## config.mk

```make
export PLATFORM = sky130hd
export DESIGN_NAME = pin_change_irq
export DESIGN_NICKNAME = d
export VERILOG_FILES = /design/src/rtl/pcirq_pkg.sv /design/src/rtl/pcirq_sync.sv /design/src/rtl/pcirq_group.sv /design/src/rtl/pin_change_irq.sv
export SDC_FILE = /design/constraint.sdc
export NUM_CORES = 1
export LEC_CHECK = 0
export CORE_UTILIZATION = 54
export CTS_CLUSTER_SIZE = 28
export DETAILED_ROUTE_END_ITERATION = 8
export PLACE_DENSITY_LB_ADDON = 0.2
export SLEW_MARGIN = 0
export SYNTH_ARGS = -nofsm -noshare
export SYNTH_HDL_FRONTEND = slang
export SYNTH_HIERARCHICAL = 1
export SYNTH_SLANG_ARGS = --single-unit
```

## constraint.sdc

```tcl
create_clock -name clk -period 2 [get_ports clk]
set_input_delay 0.4 -clock clk [delete_from_list [all_inputs] [get_ports clk]]
set_output_delay 0.4 -clock clk [all_outputs]
set_load 0.01 [all_outputs]
```

## src/rtl/pcirq_pkg.sv

```systemverilog
package pcirq_pkg;
  localparam int GRP_A_W = 8;
  localparam int GRP_B_W = 5;
  localparam int DATA_W  = 8;
  localparam int ADDR_W  = 2;
  localparam int NGRP    = 2;

  localparam logic [ADDR_W-1:0] ADR_MASK_A = 2'd0;
  localparam logic [ADDR_W-1:0] ADR_MASK_B = 2'd1;
  localparam logic [ADDR_W-1:0] ADR_GEN    = 2'd2;
  localparam logic [ADDR_W-1:0] ADR_FLAG   = 2'd3;
endpackage

```

## src/rtl/pcirq_sync.sv

```systemverilog
module pcirq_sync #(
  parameter int W = 8
) (
  input  logic         clk,
  input  logic         rst,
  input  logic [W-1:0] pin_i,
  output logic [W-1:0] chg_o
);
  logic [W-1:0] s1_q, s2_q, prev_q;

  // synchroniser keeps sampling through reset so it is full on release
  always_ff @(posedge clk) begin
    s1_q <= pin_i;
    s2_q <= s1_q;
  end

  // during reset, track the value s2 will take so no change is seen on release
  always_ff @(posedge clk) begin
    if (rst) prev_q <= s1_q;
    else     prev_q <= s2_q;
  end

  assign chg_o = s2_q ^ prev_q;
endmodule

```

## src/rtl/pcirq_group.sv

```systemverilog
module pcirq_group #(
  parameter int W = 8
) (
  input  logic         clk,
  input  logic         rst,
  input  logic [W-1:0] pin_i,
  input  logic         mask_we,
  input  logic [W-1:0] mask_wd,
  output logic [W-1:0] mask_o,
  input  logic         clr_i,
  input  logic         ack_i,
  input  logic         en_i,
  input  logic         gie_i,
  output logic         flag_o,
  output logic         irq_o
);
  logic [W-1:0] chg;
  logic [W-1:0] mask_q;
  logic         flag_q, irq_q;
  logic         hit;

  pcirq_sync #(.W(W)) sync_i (
    .clk   (clk),
    .rst   (rst),
    .pin_i (pin_i),
    .chg_o (chg)
  );

  assign hit = |(chg & mask_q);

  always_ff @(posedge clk) begin
    if (rst)          mask_q <= '0;
    else if (mask_we) mask_q <= mask_wd;
  end

  // a fresh change takes priority over either clear source
  always_ff @(posedge clk) begin
    if (rst)                  flag_q <= 1'b0;
    else if (hit)             flag_q <= 1'b1;
    else if (clr_i || ack_i)  flag_q <= 1'b0;
  end

  always_ff @(posedge clk) begin
    if (rst) irq_q <= 1'b0;
    else     irq_q <= flag_q & en_i & gie_i;
  end

  assign mask_o = mask_q;
  assign flag_o = flag_q;
  assign irq_o  = irq_q;

  AST_SET_NEEDS_CHANGE: assert property (@(posedge clk) disable iff (rst)
    $rose(flag_q) |-> $past(hit));
  AST_CHANGE_SETS: assert property (@(posedge clk) disable iff (rst)
    hit |=> flag_q);
  AST_SET_WINS: assert property (@(posedge clk) disable iff (rst)
    (hit && (clr_i || ack_i)) |=> flag_q);
  AST_ACK_CLEARS: assert property (@(posedge clk) disable iff (rst)
    (ack_i && !hit) |=> !flag_q);
  AST_W1C_CLEARS: assert property (@(posedge clk) disable iff (rst)
    (clr_i && !hit) |=> !flag_q);
  AST_FALL_HAS_CAUSE: assert property (@(posedge clk) disable iff (rst)
    $fell(flag_q) |-> $past(clr_i || ack_i));
  AST_IRQ_GATED: assert property (@(posedge clk) disable iff (rst)
    irq_q |-> $past(flag_q && en_i && gie_i));
  AST_IRQ_FOLLOWS: assert property (@(posedge clk) disable iff (rst)
    (flag_q && en_i && gie_i) |=> irq_q);
endmodule

```

## src/rtl/pin_change_irq.sv

```systemverilog
module pin_change_irq
  import pcirq_pkg::*;
#(
  parameter int A_W = GRP_A_W,
  parameter int B_W = GRP_B_W,
  parameter int D_W = DATA_W,
  parameter int AW  = ADDR_W
) (
  input  logic           clk,
  input  logic           rst,
  input  logic [A_W-1:0] pins_a,
  input  logic [B_W-1:0] pins_b,
  input  logic           gie,
  input  logic [1:0]     ack,
  input  logic           bus_we,
  input  logic [AW-1:0]  bus_addr,
  input  logic [D_W-1:0] bus_wdata,
  output logic [D_W-1:0] bus_rdata,
  output logic [1:0]     irq
);
  localparam int PAD_B = D_W - B_W;
  localparam int PAD_G = D_W - NGRP;

  logic [A_W-1:0]  mask_a;
  logic [B_W-1:0]  mask_b;
  logic [NGRP-1:0] gen_q, flags, clr;
  logic            we_ma, we_mb, we_gen, we_flag;

  assign we_ma   = bus_we && (bus_addr == ADR_MASK_A);
  assign we_mb   = bus_we && (bus_addr == ADR_MASK_B);
  assign we_gen  = bus_we && (bus_addr == ADR_GEN);
  assign we_flag = bus_we && (bus_addr == ADR_FLAG);
  assign clr     = we_flag ? bus_wdata[NGRP-1:0] : '0;

  always_ff @(posedge clk) begin
    if (rst)         gen_q <= '0;
    else if (we_gen) gen_q <= bus_wdata[NGRP-1:0];
  end

  pcirq_group #(.W(A_W)) grp_a_i (
    .clk (clk), .rst (rst), .pin_i (pins_a),
    .mask_we (we_ma), .mask_wd (bus_wdata[A_W-1:0]), .mask_o (mask_a),
    .clr_i (clr[0]), .ack_i (ack[0]), .en_i (gen_q[0]), .gie_i (gie),
    .flag_o (flags[0]), .irq_o (irq[0])
  );

  pcirq_group #(.W(B_W)) grp_b_i (
    .clk (clk), .rst (rst), .pin_i (pins_b),
    .mask_we (we_mb), .mask_wd (bus_wdata[B_W-1:0]), .mask_o (mask_b),
    .clr_i (clr[1]), .ack_i (ack[1]), .en_i (gen_q[1]), .gie_i (gie),
    .flag_o (flags[1]), .irq_o (irq[1])
  );

  always_comb begin
    case (bus_addr)
      ADR_MASK_A: bus_rdata = mask_a;
      ADR_MASK_B: bus_rdata = {{PAD_B{1'b0}}, mask_b};
      ADR_GEN:    bus_rdata = {{PAD_G{1'b0}}, gen_q};
      default:    bus_rdata = {{PAD_G{1'b0}}, flags};
    endcase
  end

  AST_GEN_HOLDS: assert property (@(posedge clk) disable iff (rst)
    !we_gen |=> $stable(gen_q));
endmodule

```

-- After elaboration in Yosys (flattened, before gate mapping)
Index checks and enable logic that the tools add are counted.
- flip-flop bits (word level): 58
- equal/unequal tests: 3
- mux-type cells: 8
- bitwise operators: 8
- reduce and logical (&&, ||, !) cells: 11
- operators by type and width (kind ; number):
    $pmux W8 S3 ; 1
    $and A8 B8 Y8 ; 1
    $mux W8 ; 1
    $reduce_or A8 Y1 ; 1
    $xor A8 B8 Y8 ; 1
    $and A5 B5 Y5 ; 1
    $mux W5 ; 1
    $reduce_or A5 Y1 ; 1
    $xor A5 B5 Y5 ; 1
    $and A1 B1 Y1 ; 4
    $eq A2 B2 Y1 const B ; 2
    $logic_and A1 B1 Y1 ; 4
    $mux W1 ; 4
    $reduce_bool A2 Y1 ; 2
    $eq A2 B1 Y1 const B ; 1
    $logic_not A2 Y1 ; 1
    $logic_or A1 B1 Y1 ; 2
    $mux W2 ; 1

-- Logic depth before layout (Yosys ltp)
Gate-level depths: netlist of run 1.
- word-level depth: 6
- mapped depth: 6
- depth with buffers taken out: 4

-- By module
Netlist of run 1, hierarchy kept.
- by module, submodules not included (module ; times used ; cells an instance ; area each (µm²) ; seq. area each (µm²)):
    pcirq_sync (grp_a_i.sync_i) ; 1 ; 41 ; 681.9 ; 480.5
    pcirq_sync (grp_b_i.sync_i) ; 1 ; 25 ; 400.4 ; 300.3
    pcirq_group (grp_a_i) ; 1 ; 36 ; 394.1 ; 200.2
    pcirq_group (grp_b_i) ; 1 ; 23 ; 256.5 ; 140.1
    pin_change_irq ; 1 ; 28 ; 254.0 ; 40.0

-- Worst setup path after synthesis of run 1
No wires, ideal clock.
- kind: in2out
- from: in bus_addr[0]
- to: out bus_rdata[0]
- arrival: 1.044 ns
- data required time: 1.600 ns
- setup slack: 0.556 ns
- stages on the path: 2
- path buffers: 1
- path through: buf_6 -> mux4_2
- word-level cells in the longest chain between the ends: 2
- elaborated cells on any way between the ends: 4
- classes of those cells: eq/ne: 2; mux: 1; reduce/logical: 1
- RTL lines (item ; line ; text):
    start: declaration ; pin_change_irq.sv:16 ; input logic [AW-1:0] bus_addr,
    $eq A2 B2 Y1 (tied with other cells) ; pin_change_irq.sv:55 ; case (bus_addr)
    $pmux W8 S3 * ; pin_change_irq.sv:55 ;
    end: declaration ; pin_change_irq.sv:18 ; output logic [D_W-1:0] bus_rdata,
Mark *: on every way between the ends. The rest lies on a longest branch, timed or not.

-- Final worst setup path of run 1
- from: in bus_addr[1]
- to: out bus_rdata[1]
Same word-level chain as after synthesis.

==> impl_results.html, run 1 <==
<table>
<tr><th>Metric</th><th>Value</th></tr>
<tr><th colspan="2">Cells and area</th></tr>
<tr><td>Synth-to-layout area growth</td><td>33.6%</td></tr>
<tr><td>Most frequent standard cell in the layout excluding fill and tap cells</td><td>dfxtp_1</td></tr>
<tr><td>Antenna Diode Count</td><td>0</td></tr>
<tr><td>Fraction of final layout cells with drive strength greater than 1</td><td>22.0%</td></tr>
<tr><td>Number of filler instances in the final layout</td><td>232</td></tr>
<tr><td>Register cell area after layout</td><td>approximately 0.0012 mm2</td></tr>
<tr><td>Fin util</td><td>77.1%</td></tr>
<tr><td>Multi-input gate area in the final layout</td><td>788 um2</td></tr>
<tr><td>Nets</td><td>about 230</td></tr>
<tr><td>Most frequent cells in the layout</td><td>dfxtp_1 (58), clkdlybuf4s50_1 (28), mux2i_1 (18), nor2_1 (18), xor2_1 (13)</td></tr>
<tr><th colspan="2">STA</th></tr>
<tr><td>Clock Skews</td><td>0.00676 ns</td></tr>
<tr><td>Period Utilization, post-route</td><td>between 90% and 100%</td></tr>
<tr><td>Transition time of the tightest slew-check pin</td><td>approximately 0.36 ns</td></tr>
<tr><td>Setup repair after global routing missed its margin</td><td>no</td></tr>
<tr><td>Worst-case setup margin in the final layout</td><td>0.130 ns</td></tr>
<tr><td>Crit path time final</td><td>1.87 ns</td></tr>
<tr><td>Max-slew headroom at the worst pin</td><td>76.2%</td></tr>
<tr><td># setup viols final</td><td>0</td></tr>
<tr><td>Max Clk Rate</td><td>about 530 MHz</td></tr>
<tr><td>Fin. Hold Viols</td><td>0</td></tr>
<tr><td>Final Max Slew Viols</td><td>0</td></tr>
<tr><th colspan="2">Worst setup path</th></tr>
<tr><td>Cell chain of the critical path</td><td>dlygate4sd2_1, mux4_2, dlygate4sd2_1</td></tr>
<tr><td>Type of destination of the critical path</td><td>output pin</td></tr>
<tr><td>Slowest cell delay on critical path</td><td>roughly 0.4 ns</td></tr>
<tr><td>Critical path's top delay family</td><td>buffers and inverters</td></tr>
<tr><td>Endpoint of the worst register-to-register path</td><td>grp_a_i/flag_o</td></tr>
<tr><td>Worst setup path category</td><td>in -&gt; out</td></tr>
<tr><td>RR Startpoint</td><td>grp_a_i/sync_i/s2_q[2]</td></tr>
<tr><td>Crit-path slowest cell</td><td>dlygate4sd2_1</td></tr>
<tr><td>Worst-path maximum fanout</td><td>8</td></tr>
<tr><td>Required time at the worst-slack endpoint</td><td>around 1.6 ns</td></tr>
<tr><td>Number of cell instances on the worst register-to-register path</td><td>4</td></tr>
<tr><td>Critical Path AT</td><td>approximately 1.5 ns</td></tr>
<tr><td>Worst reg2reg setup slack</td><td>approximately 0.85 ns</td></tr>
<tr><td>Critical Path Start Type</td><td>input pin</td></tr>
<tr><td>Buffers plus inverters on the worst setup path</td><td>2</td></tr>
<tr><td>Most used cell along the critical path</td><td>dlygate4sd2_1</td></tr>
<tr><th colspan="2">Place</th></tr>
<tr><td>Final RePlAce weighted congestion</td><td>approximately 0.73</td></tr>
<tr><td>Worst Setup Slack post-DPL</td><td>-0.450 ns</td></tr>
<tr><td>Final HPWL DP</td><td>approximately 2500 um</td></tr>
<tr><td>Port-buffer cells</td><td>38</td></tr>
<tr><th colspan="2">Floorplan</th></tr>
<tr><td>Cell row count</td><td>21</td></tr>
<tr><td>Number of top-level pins</td><td>39</td></tr>
<tr><td>Horizontal die dimension</td><td>62.7 um</td></tr>
<tr><td>Chip height</td><td>approximately 63 um</td></tr>
<tr><td>Starting Density</td><td>between 50 and 60%</td></tr>
<tr><td>Area of the die</td><td>roughly 0.0039 mm2</td></tr>
<tr><td>Floorplan Core Area</td><td>0.00344 mm2</td></tr>
<tr><th colspan="2">Min path</th></tr>
<tr><td>Worst hold path depth</td><td>0</td></tr>
<tr><td>Hold path startpoint</td><td>grp_b_i/sync_i/s1_q[2]</td></tr>
<tr><td>Min-delay worst type</td><td>reg -&gt; reg</td></tr>
<tr><td>Worst min-delay path endpoint</td><td>grp_b_i/sync_i/s2_q[2]</td></tr>
<tr><th colspan="2">Clock tree</th></tr>
<tr><td>Total clock sinks</td><td>58</td></tr>
<tr><td>Hold buffer count at cts</td><td>0</td></tr>
<tr><td>Total CTS buffers</td><td>9</td></tr>
<tr><td>Clock latency at the later pin of the worst-skew pair</td><td>about 0.33 ns</td></tr>
<tr><td>Master cell of the clock root buffer</td><td>clkbuf_8</td></tr>
<tr><td>CTS Buffer Depth</td><td>2</td></tr>
<tr><td>Buffers inserted by post-CTS timing repair</td><td>0</td></tr>
<tr><td>Depth of the CTS H-tree</td><td>3</td></tr>
<tr><td>CTS clock-pin slew for the worst setup and hold paths</td><td>about 0.060 ns</td></tr>
<tr><td>Clock tree from TritonCTS</td><td>built</td></tr>
<tr><td>Post-CTS sizing</td><td>14</td></tr>
<tr><th colspan="2">Drt</th></tr>
<tr><td>Per-cell routed wire length</td><td>about 14 um</td></tr>
<tr><td>Ratio of routed vias to standard cells</td><td>about 5</td></tr>
<tr><td>Detailed-route wire length</td><td>~3700 um</td></tr>
<tr><td>Detailed Routing Iterations Pass 1</td><td>4</td></tr>
<tr><td>Vias</td><td>around 1.3k</td></tr>
<tr><td>Violation count after the first detailed-routing iteration</td><td>88</td></tr>
<tr><td>Residual DRC count</td><td>0</td></tr>
<tr><td>Final antenna-violating net count</td><td>0</td></tr>
<tr><th colspan="2">Yosys</th></tr>
<tr><td>Post-synthesis cell area</td><td>a little under 0.002 mm2</td></tr>
<tr><td>FFs w/ async S/R, synth</td><td>0%</td></tr>
<tr><td>Synth Net Count</td><td>approximately 180</td></tr>
<tr><td>Post-Synthesis Cells</td><td>153</td></tr>
<tr><td>Number of flops mapped to enable cells by yosys</td><td>0</td></tr>
<tr><td>Ys Warns</td><td>6</td></tr>
<tr><td>Number of synthesized register bits</td><td>between 50 and 60</td></tr>
<tr><td>Leading area contributor after synthesis</td><td>dfxtp_1</td></tr>
<tr><td>Average size of a mapped cell</td><td>around 13 um2</td></tr>
<tr><td>Number of distinct standard cells referenced by the synthesized netlist</td><td>22</td></tr>
<tr><td>Fraction of the yosys area taken by sequential cells</td><td>about three fifths</td></tr>
<tr><td>Cells taking the most area after synthesis</td><td>dfxtp_1 (58%), mux2i_1 (9.1%), mux2_4 (6.0%)</td></tr>
<tr><td>Yosys top cell area share</td><td>58.4%</td></tr>
<tr><td>Synth Flop Type</td><td>dfxtp_1</td></tr>
<tr><th colspan="2">Outcome</th></tr>
<tr><td>Run status</td><td>finished clean</td></tr>
<tr><th colspan="2">Global route</th></tr>
<tr><td>Global-route usage over all layers</td><td>a little over a fifth</td></tr>
<tr><td>Maximum number of pins on one net before global-route repair</td><td>35</td></tr>
<tr><td>Vias in the first global route</td><td>around 1.4k</td></tr>
<tr><td>Overall overflow remaining after global route</td><td>0</td></tr>
<tr><td>Global-route wire length before repair</td><td>a little over 6000 um</td></tr>
<tr><td>Initial antenna violation count</td><td>0</td></tr>
<tr><th colspan="2">Power and ir drop</th></tr>
<tr><td>IR drop worst, VDD</td><td>between 0.6 and 0.7 mV</td></tr>
<tr><td>Cell Pwr Density</td><td>approximately 950 mW/mm2</td></tr>
<tr><td>Leak pwr</td><td>~1.1 nW</td></tr>
<tr><th colspan="2">Run</th></tr>
<tr><td>Total of max-cap violations</td><td>0</td></tr>
</table>
-- per-layer routing --
metal	wire, um	part of all wire (%)	track usage (%)
met5	0	0	0
met4	65	1.8	10.8
met3	210	5.8	12.0
met2	1840	50	35.7
met1	1540	42	22.5
-- per-stage QoR --
step	std cells	power, mW	setup TNS, ns	hold WS (ns)	instance area (um2)
after floorplan	153	1.39	0	0.326	1990
after global placement	239	1.48	-3.20	0.330	2450
after detailed placement	239	1.49	-3.78	0.335	2450
after CTS	255	2.56	0	0.347	2650
after global routing	255	2.65	0	0.358	2650
final	255	2.53	0	0.344	2650
-- worst register-to-register path, cell delays in order, from the launching register on --
cell and delay (ns):
dfxtp_1 0.32, xor2_1 0.16, a22o_1 0.23, a221oi_2 0.19, a31oi_1 0.12
-- sequential cells by signal, summed over array words and instances, names as in the netlist --
signal and flops:
grp_a_i/irq_o 1, grp_a_i/sync_i/s2_q 8, grp_a_i/sync_i/prev_q 8, grp_b_i/sync_i/prev_q 5, grp_a_i/mask_o 8, gen_q 2, grp_b_i/sync_i/s1_q 5, grp_b_i/flag_o 1
grp_b_i/mask_o 5, grp_a_i/flag_o 1, grp_b_i/sync_i/s2_q 5, grp_a_i/sync_i/s1_q 8, grp_b_i/irq_o 1
-- synth_stat cells, drive strengths merged, types with 4 or more instances --
| cell | instances |
|---|---|
| and2 | 4 |
| buf | 6 |
| mux2 | 13 |
| dfxtp | 58 |
| mux2i | 18 |
| xor2 | 13 |
| nand2b | 4 |
| nor2 | 19 |
-- power breakdown --
part / internal [mW] / switching (mW) / leakage [nW]
Clock: 0.635 / 0.430 / 0.105
Sequential: 1.22 / 0.0358 / 0.484
Combinational: 0.133 / 0.0760 / 0.538
-- layout make-up --
type,instances,area share [%]
timing repair buffer,46,16.7
multi-input combinational,89,29.7
tap,46,2.17
clock inverter,5,1.98
clock buffer,11,5.70
sequential,58,43.8
-- worst max path at each step --
stage	slack, ns	from	to	depth (start not counted)
after floorplan	0.56	bus_addr[0]	bus_rdata[0]	2
after global placement	-0.41	bus_addr[0]	bus_rdata[6]	5
after detailed placement	-0.45	bus_addr[0]	bus_rdata[5]	5
after CTS	0.12	bus_addr[1]	bus_rdata[1]	3
after global routing	0.09	bus_addr[1]	bus_rdata[1]	3
final	0.13	bus_addr[1]	bus_rdata[1]	3
-- cell families after synthesis --
logic type      count (synthesis)  share of synthesized area (%)
buf+inv                         6                           2.27
mux                            33                           20.2
xor+xnor                       13                           5.73
simple gates                   35                           9.45
flops                          58                           58.4
compound gates                  8                           3.90
Power figures use the tool's default switching activity.
==> run 2, diff against run 1 <==
--- a/config.mk
+++ b/config.mk
@@ -5,7 +5,7 @@
 export SDC_FILE = /design/constraint.sdc
 export NUM_CORES = 1
 export LEC_CHECK = 0
-export CORE_UTILIZATION = 54
+export CORE_UTILIZATION = 50
 export CTS_CLUSTER_SIZE = 28
 export DETAILED_ROUTE_END_ITERATION = 8
 export PLACE_DENSITY_LB_ADDON = 0.2
==> constraint.sdc (replaced) <==
create_clock -name clk -period 1.9 [get_ports clk]
set_input_delay 0.38 -clock clk [delete_from_list [all_inputs] [get_ports clk]]
set_output_delay 0.38 -clock clk [all_outputs]
set_load 0.01 [all_outputs]
==> run 2 against run 1 <==
  * Hold slack better by 0.0044 ns
  * Clock power about the same
  * Power rose by 4.3%
  * Register-to-register slack got worse by 0.13 ns
  * Die area is 7.7% higher
  * Global-route usage shrank 2.8 points
  * Critical endpoint unchanged
  * First-iteration DRC count increased by 4.5%
==> impl_results.html, run 2 (synthesis gave the netlist of run 1 again) <==
<table>
<tr><th>Metric</th><th>Value</th></tr>
<tr><th colspan="2">Worst setup path</th></tr>
<tr><td>Required time at the worst-slack endpoint</td><td>1.52 ns (was 1.60 ns)</td></tr>
<tr><td>Worst-path maximum fanout</td><td>3 (was 8)</td></tr>
<tr><td>Critical Path Start Type</td><td>register (was input pin)</td></tr>
<tr><td>Worst reg2reg setup slack</td><td>0.72 ns (was 0.85 ns)</td></tr>
<tr><td>Critical Path AT</td><td>1.42 ns (was 1.47 ns)</td></tr>
<tr><td>Type of destination of the critical path</td><td>output pin (unchanged)</td></tr>
<tr><td>Worst setup path category</td><td>reg -&gt; out (was in -&gt; out)</td></tr>
<tr><th colspan="2">STA</th></tr>
<tr><td>Crit path time final</td><td>1.80 ns</td></tr>
<tr><td>Worst hold margin</td><td>0.349 ns (was 0.344 ns)</td></tr>
<tr><td># setup viols final</td><td>0 (unchanged)</td></tr>
<tr><td>Fin. Hold Viols</td><td>0 (unchanged)</td></tr>
<tr><td>Max Clk Rate</td><td>between 500 and 600 MHz</td></tr>
<tr><td>Transition time of the tightest slew-check pin</td><td>0.262 ns (was 0.357 ns)</td></tr>
<tr><td>Clock Skews</td><td>0.00771 ns (was 0.00676 ns)</td></tr>
<tr><td>Period Utilization, post-route</td><td>a little over nine tenths</td></tr>
<tr><td>Max-slew headroom at the worst pin</td><td>82.5% (was 76.2%)</td></tr>
<tr><td>Setup repair after global routing missed its margin</td><td>no (unchanged)</td></tr>
<tr><td>Final Max Slew Viols</td><td>0 (unchanged)</td></tr>
<tr><td>Worst-case setup margin in the final layout</td><td>0.103 ns (was 0.130 ns)</td></tr>
<tr><th colspan="2">Cells and area</th></tr>
<tr><td>Fraction of final layout cells with drive strength greater than 1</td><td>22.1% (was 22.0%)</td></tr>
<tr><td>Antenna Diode Count</td><td>0 (unchanged)</td></tr>
<tr><td>Design area</td><td>0.00265 mm2 (about the same)</td></tr>
<tr><td>Most frequent standard cell in the layout excluding fill and tap cells</td><td>dfxtp_1 (unchanged)</td></tr>
<tr><td>Nets</td><td>232 (was 233)</td></tr>
<tr><td>Most frequent cells in the layout</td><td>dfxtp_1 (58), clkdlybuf4s50_1 (28), mux2i_1 (18), nor2_1 (18), xor2_1 (13) (unchanged)</td></tr>
<tr><td>Number of filler instances in the final layout</td><td>303 (was 232)</td></tr>
<tr><td>Synth-to-layout area growth</td><td>33.3% (was 33.6%)</td></tr>
<tr><th colspan="2">Global route</th></tr>
<tr><td>Vias in the first global route</td><td>1276 (was 1384)</td></tr>
<tr><td>Overall overflow remaining after global route</td><td>0 (unchanged)</td></tr>
<tr><td>Global-route usage over all layers</td><td>19.1% (was 21.9%)</td></tr>
<tr><td>Global-route wire length before repair</td><td>5710 um (was 6210 um)</td></tr>
<tr><td>Maximum number of pins on one net before global-route repair</td><td>35 (unchanged)</td></tr>
<tr><td>Initial antenna violation count</td><td>0 (unchanged)</td></tr>
<tr><th colspan="2">Drt</th></tr>
<tr><td>Per-cell routed wire length</td><td>13.4 um (was 14.3 um)</td></tr>
<tr><td>Detailed-route wire length</td><td>3430 um (was 3650 um)</td></tr>
<tr><td>Ratio of routed vias to standard cells</td><td>4.92 (was 5.00)</td></tr>
<tr><td>Detailed Routing Iterations Pass 1</td><td>4 (unchanged)</td></tr>
<tr><td>Final antenna-violating net count</td><td>0 (unchanged)</td></tr>
<tr><td>Vias</td><td>1260 (was 1276)</td></tr>
<tr><td>Violation count after the first detailed-routing iteration</td><td>92 (was 88)</td></tr>
<tr><td>Residual DRC count</td><td>0 (unchanged)</td></tr>
<tr><th colspan="2">Clock tree</th></tr>
<tr><td>CTS clock-pin slew for the worst setup and hold paths</td><td>0.06 ns (about the same)</td></tr>
<tr><td>Hold buffer count at cts</td><td>0 (unchanged)</td></tr>
<tr><td>Total clock sinks</td><td>58 (unchanged)</td></tr>
<tr><td>Clock latency at the later pin of the worst-skew pair</td><td>0.33 ns (about the same)</td></tr>
<tr><td>Post-CTS sizing</td><td>16 (was 14)</td></tr>
<tr><td>Master cell of the clock root buffer</td><td>clkbuf_8 (unchanged)</td></tr>
<tr><td>CTS Buffer Depth</td><td>2 (unchanged)</td></tr>
<tr><td>Total CTS buffers</td><td>9 (unchanged)</td></tr>
<tr><td>Depth of the CTS H-tree</td><td>3 (unchanged)</td></tr>
<tr><td>Buffers inserted by post-CTS timing repair</td><td>0 (unchanged)</td></tr>
<tr><td>Clock tree from TritonCTS</td><td>built (unchanged)</td></tr>
<tr><th colspan="2">Run</th></tr>
<tr><td>Total of max-cap violations</td><td>0 (unchanged)</td></tr>
<tr><th colspan="2">Floorplan</th></tr>
<tr><td>Floorplan Core Area</td><td>0.00374 mm2 (was 0.00344 mm2)</td></tr>
<tr><td>Horizontal die dimension</td><td>65.0 um (was 62.7 um)</td></tr>
<tr><td>Chip height</td><td>65.0 um (was 62.7 um)</td></tr>
<tr><td>Cell row count</td><td>22 (was 21)</td></tr>
<tr><td>Area of the die</td><td>0.00423 mm2 (was 0.00393 mm2)</td></tr>
<tr><td>Starting Density</td><td>53.1% (was 57.7%)</td></tr>
<tr><td>Number of top-level pins</td><td>39 (unchanged)</td></tr>
<tr><th colspan="2">Place</th></tr>
<tr><td>Instance area after placement</td><td>0.00245 mm2 (about the same)</td></tr>
<tr><td>Final RePlAce weighted congestion</td><td>0.785 (was 0.732)</td></tr>
<tr><td>Port-buffer cells</td><td>38 (unchanged)</td></tr>
<tr><td>Worst Setup Slack post-DPL</td><td>-0.490 ns (was -0.450 ns)</td></tr>
<tr><td>Final HPWL DP</td><td>2370 um (was 2540 um)</td></tr>
<tr><th colspan="2">Power and ir drop</th></tr>
<tr><td>IR drop worst, VDD</td><td>0.735 mV (was 0.632 mV)</td></tr>
<tr><td>Leak pwr</td><td>1.12 nW (was 1.13 nW)</td></tr>
<tr><td>Cell Pwr Density</td><td>997 mW/mm2 (was 953 mW/mm2)</td></tr>
<tr><th colspan="2">Min path</th></tr>
<tr><td>Min-delay worst type</td><td>reg -&gt; reg (unchanged)</td></tr>
<tr><th colspan="2">Outcome</th></tr>
<tr><td>Run status</td><td>finished clean (unchanged)</td></tr>
</table>
-- run 2: changes by cell type in the layout (fill, tap and decap cells not counted), sizes merged --
cell           previous run  this run
buf                       8         7
clkdlybuf4s15             1         2
clkbuf                   11         9
clkinv                    3         4
inv                       0         1
dlygate4sd2               9         8
-- run 2: worst paths after layout --
path / from / to / cells past startpoint
max reg2reg: grp_a_i/sync_i/s2_q[2] / grp_a_i/flag_o / 4
max: grp_a_i/mask_o[1] / bus_rdata[1] / 2
min reg2reg: grp_b_i/sync_i/s1_q[0] / grp_b_i/sync_i/s2_q[0] / 0
min: grp_b_i/sync_i/s1_q[0] / grp_b_i/sync_i/s2_q[0] / 0
-- run 2: cell type report --
cell class	count	area (um2)	share of cell area, %
repair buffers	45	438	16.5
well taps	48	60.1	2.27
multi-input cells	89	788	29.8
clock buffers	9	124	4.68
flip-flops and latches	58	1160	43.8
clock inverters	7	77.6	2.93
-- run 2: through the flow --
stage	cells	power (mW)	util [%]	TNS [ns]
3_5_place_dp	240	1.57	65.4	-4.48
2_1_floorplan	153	1.46	-	0
4_1_cts	256	2.68	70.8	0
6_report	256	2.64	70.8	0
5_1_grt	256	2.77	70.8	0
3_3_place_gp	240	1.56	65.4	-4.01
-- run 2: worst max-delay path: stages, from the launching register on --
cell and delay, ns:
dfxtp_1 0.34, mux4_2 0.45, dlygate4sd2_1 0.29
-- run 2: metal layers --
metal | part of all wire [%] | GRT usage, %
met4 | 1.3 | 10.6
met2 | 49 | 29.9
met1 | 42 | 19.2
met5 | 0 | 0
met3 | 7.6 | 12.0
-- run 2: power by group --
group	switching, mW	internal, mW	leakage, nW
Clock	0.491	0.612	0.0998
Sequential	0.0369	1.28	0.484
Combinational	0.0773	0.139	0.532
